==> config.mk <==
export PLATFORM = sky130hd
export DESIGN_NAME = pixmux_unpack
export DESIGN_NICKNAME = d
export VERILOG_FILES = /design/src/rtl/pixmux_pkg.sv /design/src/rtl/pixmux_lane_pick.sv /design/src/rtl/pixmux_seq.sv /design/src/rtl/pixmux_div.sv /design/src/rtl/pixmux_unpack.sv
export SDC_FILE = /design/constraint.sdc
export NUM_CORES = 1
export LEC_CHECK = 0
export BUFFER_PORTS_ARGS = -buffer_cell sky130_fd_sc_hd__buf_4
export CORE_AREA = 2 2 130 132
export DETAILED_ROUTE_END_ITERATION = 8
export DIE_AREA = 0 0 132 134
export GPL_ROUTABILITY_DRIVEN = 1
export PLACE_DENSITY = 0.73
export SLEW_MARGIN = 40
export SYNTH_ARGS = -nofsm -noshare
export SYNTH_HDL_FRONTEND = slang
export SYNTH_SLANG_ARGS = --single-unit
==> constraint.sdc <==
create_clock -name clk -period 4.8 [get_ports clk]
set_input_delay 0.72 -clock clk [delete_from_list [all_inputs] [get_ports clk]]
set_output_delay 0.72 -clock clk [all_outputs]
set_load 0.05 [all_outputs]
==> src/rtl/pixmux_pkg.sv <==
// Package: shared encodings for the pixel port unpacker.
// Assumes the 2-bit ratio and format codes given in the brief.
package pixmux_pkg;

    typedef enum logic [1:0] {
        RATIO_2   = 2'd0,
        RATIO_4   = 2'd1,
        RATIO_8   = 2'd2,
        RATIO_RSV = 2'd3
    } ratio_e;

    typedef enum logic [1:0] {
        FMT_TRUE24 = 2'd0,
        FMT_TRUE16 = 2'd1,
        FMT_TRUE15 = 2'd2,
        FMT_INDEX8 = 2'd3
    } fmt_e;

    // Effective log2 of the ratio: 8:1 only with indexed colour, else 4:1
    function automatic logic [1:0] eff_lg(input logic [1:0] rs, input logic [1:0] fs);
        logic [1:0] lg;
        case (rs)
            RATIO_2: lg = 2'd1;
            RATIO_8: lg = (fs == FMT_INDEX8) ? 2'd3 : 2'd2;
            default: lg = 2'd2;
        endcase
        return lg;
    endfunction

endpackage

==> src/rtl/pixmux_lane_pick.sv <==
// Module: pixmux_lane_pick
// Combinational selection of one pixel from a captured word and its colour
// expansion. Assumes CHAN_W = 8 for the 16-bit and 15-bit expansions and
// at least three lanes when the 8:1 byte walk is used.
module pixmux_lane_pick
    import pixmux_pkg::*;
#(
    parameter int CHAN_W = 8,
    parameter int LANES  = 4,
    parameter int PS_W   = 2,
    localparam int LANE_W  = 3 * CHAN_W,
    localparam int BUS_W   = LANES * LANE_W,
    localparam int LANE_IW = $clog2(LANES)
) (
    input  logic [BUS_W-1:0]      word,
    input  logic [LANES*PS_W-1:0] ps_word,
    input  logic [3:0]            idx,
    input  logic [1:0]            lg,
    input  logic [1:0]            fmt,
    output logic [CHAN_W-1:0]     red,
    output logic [CHAN_W-1:0]     grn,
    output logic [CHAN_W-1:0]     blu,
    output logic [PS_W-1:0]       ps
);

    logic [LANE_W-1:0]  lanes   [LANES];
    logic [PS_W-1:0]    ps_lane [LANES];
    logic [LANE_IW-1:0] lane_num;
    logic [1:0]         byte_num;
    logic [LANE_W-1:0]  ln;
    logic [CHAN_W-1:0]  index;

    // Split the flat bus into lanes, lane A in the low bits
    for (genvar i = 0; i < LANES; i++) begin : g_lane
        assign lanes[i]   = word[i*LANE_W +: LANE_W];
        assign ps_lane[i] = ps_word[i*PS_W +: PS_W];
    end

    // Map the emit index to a lane and a byte (byte walk in 8:1, R5)
    always_comb begin
        if (lg == 2'd3) begin
            if (idx >= 4'd6) begin
                lane_num = LANE_IW'(2);
                byte_num = 2'(idx - 4'd6);
            end else if (idx >= 4'd3) begin
                lane_num = LANE_IW'(1);
                byte_num = 2'(idx - 4'd3);
            end else begin
                lane_num = '0;
                byte_num = 2'(idx);
            end
        end else begin
            lane_num = LANE_IW'(idx);
            byte_num = 2'd0;
        end
    end

    assign ln = lanes[lane_num];
    assign ps = ps_lane[lane_num];

    // Choose the index byte: red first, then green, then blue
    always_comb begin
        case (byte_num)
            2'd1:    index = ln[2*CHAN_W-1:CHAN_W];
            2'd2:    index = ln[CHAN_W-1:0];
            default: index = ln[3*CHAN_W-1:2*CHAN_W];
        endcase
    end

    // Expand the lane into three channels according to the format
    always_comb begin
        case (fmt)
            FMT_TRUE16: begin
                red = {ln[15:11], ln[15:13]};
                grn = {ln[10:5],  ln[10:9]};
                blu = {ln[4:0],   ln[4:2]};
            end
            FMT_TRUE15: begin
                red = {ln[14:10], ln[14:12]};
                grn = {ln[9:5],   ln[9:7]};
                blu = {ln[4:0],   ln[4:2]};
            end
            FMT_INDEX8: begin
                red = index;
                grn = index;
                blu = index;
            end
            default: begin
                red = ln[3*CHAN_W-1:2*CHAN_W];
                grn = ln[2*CHAN_W-1:CHAN_W];
                blu = ln[CHAN_W-1:0];
            end
        endcase
    end

endmodule

==> src/rtl/pixmux_seq.sv <==
// Module: pixmux_seq
// Detects the load edge, captures the word with its control bits and the
// settings, and counts the emit index. Assumes load_in is synchronous to clk.
module pixmux_seq
    import pixmux_pkg::*;
#(
    parameter int BUS_W  = 96,
    parameter int PSB_W  = 8,
    parameter int CTL_W  = 3
) (
    input  logic             clk,
    input  logic             rst_n,
    input  logic             load_in,
    input  logic [BUS_W-1:0] bus,
    input  logic [PSB_W-1:0] ps_in,
    input  logic [CTL_W-1:0] ctl_in,
    input  logic [1:0]       ratio_sel,
    input  logic [1:0]       fmt_sel,
    output logic             cap,
    output logic             emit,
    output logic [BUS_W-1:0] src_word,
    output logic [PSB_W-1:0] src_ps,
    output logic [CTL_W-1:0] src_ctl,
    output logic [3:0]       src_idx,
    output logic [1:0]       src_lg,
    output logic [1:0]       src_fmt,
    output logic [1:0]       act_lg
);

    logic             load_q;
    logic [BUS_W-1:0] word_q;
    logic [PSB_W-1:0] ps_q;
    logic [CTL_W-1:0] ctl_q;
    logic [1:0]       lg_q;
    logic [1:0]       fmt_q;
    logic [3:0]       sel_q;
    logic [3:0]       m_cur;
    logic [1:0]       new_lg;

    assign cap    = load_in & ~load_q;
    assign new_lg = eff_lg(ratio_sel, fmt_sel);
    assign m_cur  = 4'd1 << lg_q;
    assign emit   = cap | (sel_q < m_cur);

    assign src_word = cap ? bus       : word_q;
    assign src_ps   = cap ? ps_in     : ps_q;
    assign src_ctl  = cap ? ctl_in    : ctl_q;
    assign src_idx  = cap ? 4'd0      : sel_q;
    assign src_lg   = cap ? new_lg    : lg_q;
    assign src_fmt  = cap ? fmt_sel   : fmt_q;
    assign act_lg   = lg_q;

    // Capture word and settings on a load edge, then step the emit index
    always_ff @(posedge clk) begin
        if (!rst_n) begin
            load_q <= 1'b0;
            word_q <= '0;
            ps_q   <= '0;
            ctl_q  <= '0;
            lg_q   <= 2'd1;
            fmt_q  <= 2'd0;
            sel_q  <= 4'hF;
        end else begin
            load_q <= load_in;
            if (cap) begin
                word_q <= bus;
                ps_q   <= ps_in;
                ctl_q  <= ctl_in;
                lg_q   <= new_lg;
                fmt_q  <= fmt_sel;
                sel_q  <= 4'd1;
            end else if (sel_q < m_cur) begin
                sel_q  <= sel_q + 4'd1;
            end
        end
    end

endmodule

==> src/rtl/pixmux_div.sv <==
// Module: pixmux_div
// Divides the pixel clock by the active ratio to make load_out. Assumes the
// ratio only changes on a capture, which also restarts the phase at 1.
module pixmux_div #(
    parameter int PH_W = 3
) (
    input  logic       clk,
    input  logic       rst_n,
    input  logic       restart,
    input  logic [1:0] lg,
    output logic       load_out
);

    logic [PH_W-1:0] ph;
    logic [PH_W:0]   m_val;
    logic            last;

    assign m_val    = (PH_W+1)'(1) << lg;
    assign last     = ({1'b0, ph} == m_val - (PH_W+1)'(1));
    assign load_out = ({1'b0, ph} < (m_val >> 1));

    // Advance the phase modulo M; a capture aligns it to 1
    always_ff @(posedge clk) begin
        if (!rst_n) begin
            ph <= '0;
        end else if (restart) begin
            ph <= PH_W'(1);
        end else if (last) begin
            ph <= '0;
        end else begin
            ph <= ph + PH_W'(1);
        end
    end

endmodule

==> src/rtl/pixmux_unpack.sv <==
// Module: pixmux_unpack (top)
// Captures a multi-lane pixel word on a load edge and emits one pixel per
// clock at 2:1, 4:1 or 8:1, with a divided load-out strobe. Outputs are
// registered. Assumes all inputs are synchronous to clk.
module pixmux_unpack #(
    parameter int CHAN_W = 8,
    parameter int LANES  = 4,
    parameter int PS_W   = 2,
    localparam int LANE_W = 3 * CHAN_W,
    localparam int BUS_W  = LANES * LANE_W,
    localparam int PSB_W  = LANES * PS_W
) (
    input  logic              clk,
    input  logic              rst_n,
    input  logic              load_in,
    input  logic [BUS_W-1:0]  pix_bus,
    input  logic [PSB_W-1:0]  psel_bus,
    input  logic              blank_in,
    input  logic              sync_in,
    input  logic              field_in,
    input  logic [1:0]        ratio_sel,
    input  logic [1:0]        fmt_sel,
    output logic              load_out,
    output logic              pix_valid,
    output logic [CHAN_W-1:0] pix_red,
    output logic [CHAN_W-1:0] pix_grn,
    output logic [CHAN_W-1:0] pix_blu,
    output logic [PS_W-1:0]   pix_psel,
    output logic              pix_blank,
    output logic              pix_sync,
    output logic              pix_field
);

    logic              cap;
    logic              emit;
    logic [BUS_W-1:0]  src_word;
    logic [PSB_W-1:0]  src_ps;
    logic [2:0]        src_ctl;
    logic [3:0]        src_idx;
    logic [1:0]        src_lg;
    logic [1:0]        src_fmt;
    logic [1:0]        act_lg;
    logic [CHAN_W-1:0] nx_red;
    logic [CHAN_W-1:0] nx_grn;
    logic [CHAN_W-1:0] nx_blu;
    logic [PS_W-1:0]   nx_ps;

    pixmux_seq #(
        .BUS_W (BUS_W),
        .PSB_W (PSB_W),
        .CTL_W (3)
    ) i_seq (
        .clk       (clk),
        .rst_n     (rst_n),
        .load_in   (load_in),
        .bus       (pix_bus),
        .ps_in     (psel_bus),
        .ctl_in    ({blank_in, sync_in, field_in}),
        .ratio_sel (ratio_sel),
        .fmt_sel   (fmt_sel),
        .cap       (cap),
        .emit      (emit),
        .src_word  (src_word),
        .src_ps    (src_ps),
        .src_ctl   (src_ctl),
        .src_idx   (src_idx),
        .src_lg    (src_lg),
        .src_fmt   (src_fmt),
        .act_lg    (act_lg)
    );

    pixmux_lane_pick #(
        .CHAN_W (CHAN_W),
        .LANES  (LANES),
        .PS_W   (PS_W)
    ) i_pick (
        .word    (src_word),
        .ps_word (src_ps),
        .idx     (src_idx),
        .lg      (src_lg),
        .fmt     (src_fmt),
        .red     (nx_red),
        .grn     (nx_grn),
        .blu     (nx_blu),
        .ps      (nx_ps)
    );

    pixmux_div #(
        .PH_W (3)
    ) i_div (
        .clk      (clk),
        .rst_n    (rst_n),
        .restart  (cap),
        .lg       (act_lg),
        .load_out (load_out)
    );

    // Register the selected pixel and its flags onto the outputs
    always_ff @(posedge clk) begin
        if (!rst_n) begin
            pix_valid <= 1'b0;
            pix_red   <= '0;
            pix_grn   <= '0;
            pix_blu   <= '0;
            pix_psel  <= '0;
            pix_blank <= 1'b0;
            pix_sync  <= 1'b0;
            pix_field <= 1'b0;
        end else begin
            pix_valid <= emit;
            if (emit) begin
                pix_red   <= nx_red;
                pix_grn   <= nx_grn;
                pix_blu   <= nx_blu;
                pix_psel  <= nx_ps;
                pix_blank <= src_ctl[2];
                pix_sync  <= src_ctl[1];
                pix_field <= src_ctl[0];
            end
        end
    end

endmodule

==> flow_summary.toml <==
[placement]
placedInstanceArea_sq_um = 8410
gpl.final_weighted_congestion = 0.919
dpl_wire_length_microns = 16000
port_buffers = 144
post-place-ws_ns = 0.854

[global_route]
overflow_left_after_global_routing = 0
grt_pass1_wl_microns = 34700
grt_pass1_vias = 6372
met3_usage = 0.0491
highest_utilization_routing_layer_at_the_global_route_stage = "met2"
grt_use_met1 = 0.350
grt_antenna_before_repair = 0
global_route.usage.met2 = 0.380
grt_use_total = 0.252
grt_max_degree = 92

[detailed_routing]
dr_total_vias = 6917
first_drt_iteration_drcs = 594
drcViolationCount = 0
total_routed_wirelength_microns = 22000
drt-vias-per-instance = 5.46
drt_pass_1_iters = 7
route.detailed.wl_per_inst_microns = 17.4
route.antenna.remaining_nets = 0

[clock_tree]
cts-resized-gates = 0
insertion_delay_ns = 0.43
clk_path_buf_depth = 2
ctsHoldBuffers = 0
tritoncts = "done"
clkSlewWorstSetupHoldPaths_ns = 0.06
cts-buffers-inserted = 17
postCtsSetupRepairBufs = 0
ctsHtreeMaxLevel = 4
ctsRootBufferMaster = "sky130_fd_sc_hd__clkbuf_16"
cts.sinks = 149

[sta]
finalSetupViolCount = 0
fin_setup_tns_ns = 0
report.final.slew_viol_count = 0
worst_pin_slew_ns = 0.679
hold_viol_final = 0
finClkSkew_ns = 0.0109
part_of_the_cycle_the_worst_path_needs = 0.769
fmax_ghz = 0.271
whs_ns = 0.441
setup_slack_of_the_critical_path_after_layout_ns = 1.11
maxSlewHeadroom = 0.543
final.min_clock_period_ns = 3.69
setup_repair_after_global_routing_missed_its_margin = "false"

[pwr]
comb_power_share = 0.252
power_leakage_nw = 3.81
sequential_share_of_power = 0.378
p_switching_mw = 1.22
power.internal_mw = 2.52
p_clk_frac = 0.370
switching_share = 0.327
power.ir.vdd_worst_mv = 0.266
pwr_density_cell_nw_per_um2 = 414

[synth]
yosys_most_used_dff = "sky130_fd_sc_hd__dfxtp_1"
synthArstFlopShare = 0
synth_sequential_area_ratio = 0.413
yosys_warnings = 0
synthDistinctLibCells = 62
syn-instance-count = 923
synth_enable_flop_cells = 0
synth_top_cells_by_count = "285 x sky130_fd_sc_hd__nand2_1, 149 x sky130_fd_sc_hd__dfxtp_1, 132 x sky130_fd_sc_hd__a21oi_1"
post-synth-top-area-cell = "sky130_fd_sc_hd__dfxtp_1"
area_of_the_mapped_netlist_sq_um = 7210
synth.top_cells.by_area = "sky130_fd_sc_hd__dfxtp_1 41%, sky130_fd_sc_hd__nand2_1 15%, sky130_fd_sc_hd__a21oi_1 9.2%"
synth_most_common_cell = "sky130_fd_sc_hd__nand2_1"
synth_top_area_share = 0.413
postSynthNetCount = 1051
synth-seq-cells = 149
avgSynthCellArea_sq_um = 7.82

[setup_path]
regToRegEndpoint = "pix_red[4]"
timing.critical_path.required_ns = 5.14
worstReg2RegStart = "i_seq.sel_q[1]"
worst_ep_arrival_time_ns = 4.03
worstPathCellList = "and2_1 -> ha_1 -> or2_2 -> a21oi_1 -> a311oi_1 -> a31oi_1 -> or2_2 -> inv_1 -> ha_1 -> inv_1 -> nor2_1 -> nand2_1 -> a21oi_1 -> a211oi_1 -> a221oi_1 -> o31ai_1"
cpPeakStageDelay_ns = 0.73
worstSetupPathType = "flop to flop"
reg2reg_depth = 16
cpMaxStageDelayCell = "sky130_fd_sc_hd__dfxtp_1"
r2r_slack_ns = 1.11
critPathLaunchType = "flop"
worst_setup_path_end_kind = "flop"
critPathMaxFanout = 16

[die]
effective_utilization_at_floorplan = 0.443
placementRows = 47
die_y_microns = 134
core_area_sq_um = 16300
dieWidth_microns = 132
pin_count = 145
die-area_sq_um = 17700

[finish]
layout-drive-gt1-share = 0.214
fin_nets = 1161
layout.cell_area.non_filler_sq_um = 9030
nFillCells = 1557
fin_util = 0.554
antenna_cells = 0
area_growth_syn_to_layout_pct = 25.2

[min_path]
hold-path-cell-count = 2
worst_hold_path.endpoint = "pix_red[6]"
min_delay_path_class = "flop to flop"
startpoint_of_the_tightest_hold_check_path = "pix_red[6]"

[flow_run]
timing.max_cap.violations = 0

[run_status]
run_status = "finished, final reports clean"
-- flip-flops by register name, indices dropped and copies added (netlist names) --
name          flops
pix_sync          1
pix_blu           8
pix_valid         1
i_seq.act_lg      2
pix_red           8
i_seq.load_q      1
i_seq.ps_q        8
pix_field         1
i_div.ph          3
i_seq.sel_q       4
i_seq.fmt_q       2
pix_psel          2
i_seq.ctl_q       3
pix_blank         1
pix_grn           8
i_seq.word_q     96
-- per-stage QoR --
step / power, mW / std cells
2_1_floorplan: 2.05 / 923
3_3_place_gp: 2.36 / 1234
3_5_place_dp: 2.37 / 1234
6_report: 3.74 / 1266
4_1_cts: 3.75 / 1266
5_1_grt: 3.89 / 1266
-- worst max-delay path by stage --
stage,depth (start not counted),start,to
final,16,i_seq.sel_q[1],pix_red[4]
after global routing,15,i_seq.sel_q[1],pix_red[4]
after CTS,16,i_seq.sel_q[1],pix_red[4]
after detailed placement,12,load_in,pix_red[4]
after global placement,12,load_in,pix_red[4]
after floorplan,22,load_in,pix_red[3]
-- routing by layer --
layer / wire length [microns] / vias up
li1: - / 3462
met1: 10000 / 3155
met2: 9860 / 257
met3: 1470 / 43
met4: 660 / 0
met5: 0 / -
-- area by class of cell --
cell class,instances,area [sq um],share of cell area
clock inverter,14,175,0.0194
multi-input combinational,691,3890,0.431
tap,220,275,0.0305
sequential,149,2980,0.330
timing repair buffer,157,1190,0.131
clock buffer,18,439,0.0486
inverter,17,77.6,0.00859
-- cell usage in the layout, fill, tap and decap left out, drive strengths merged, types with 8 or more instances in the layout --
| cell | n |
|---|---|
| mux2i | 28 |
| o211ai | 8 |
| ha | 14 |
| nor2 | 18 |
| a221oi | 12 |
| inv | 18 |
| a21oi | 132 |
| dfxtp | 149 |
| o21ai | 42 |
| buf | 157 |
| clkbuf | 18 |
| a221o | 10 |
| clkinv | 8 |
| nand3 | 18 |
| a31oi | 12 |
| nand2 | 285 |
| mux2 | 9 |
| o221ai | 10 |
-- worst max-delay path, delay by kind of cell (launching register included) --
| family | cells | cell delay (ns) |
|---|---|---|
| compound gates | 7 | 1.25 |
| fa+ha+maj | 2 | 0.53 |
| buf+inv | 2 | 0.24 |
| flops | 1 | 0.73 |
| simple gates | 5 | 0.86 |
-- cells by family after synthesis --
| kind of cell | after synthesis | share of synthesized area |
|---|---|---|
| adder cells (fa/ha/maj) | 14 | 0.0243 |
| multiplexers | 39 | 0.0602 |
| AO/OA/AOI/OAI | 277 | 0.243 |
| XOR/XNOR | 4 | 0.00486 |
| buffers and inverters | 83 | 0.0496 |
| flip-flops | 149 | 0.413 |
| AND/OR/NAND/NOR | 357 | 0.204 |
-- power by group through the flow --
stage	Combinational [mW]	Sequential [mW]	Clock, mW
2_1_floorplan	0.503	1.55	0
3_3_place_gp	0.922	1.44	0
3_5_place_dp	0.930	1.44	0
4_1_cts	0.934	1.41	1.40
5_1_grt	1.01	1.43	1.45
6_report	0.942	1.41	1.38
Power figures use the tool's default switching activity.
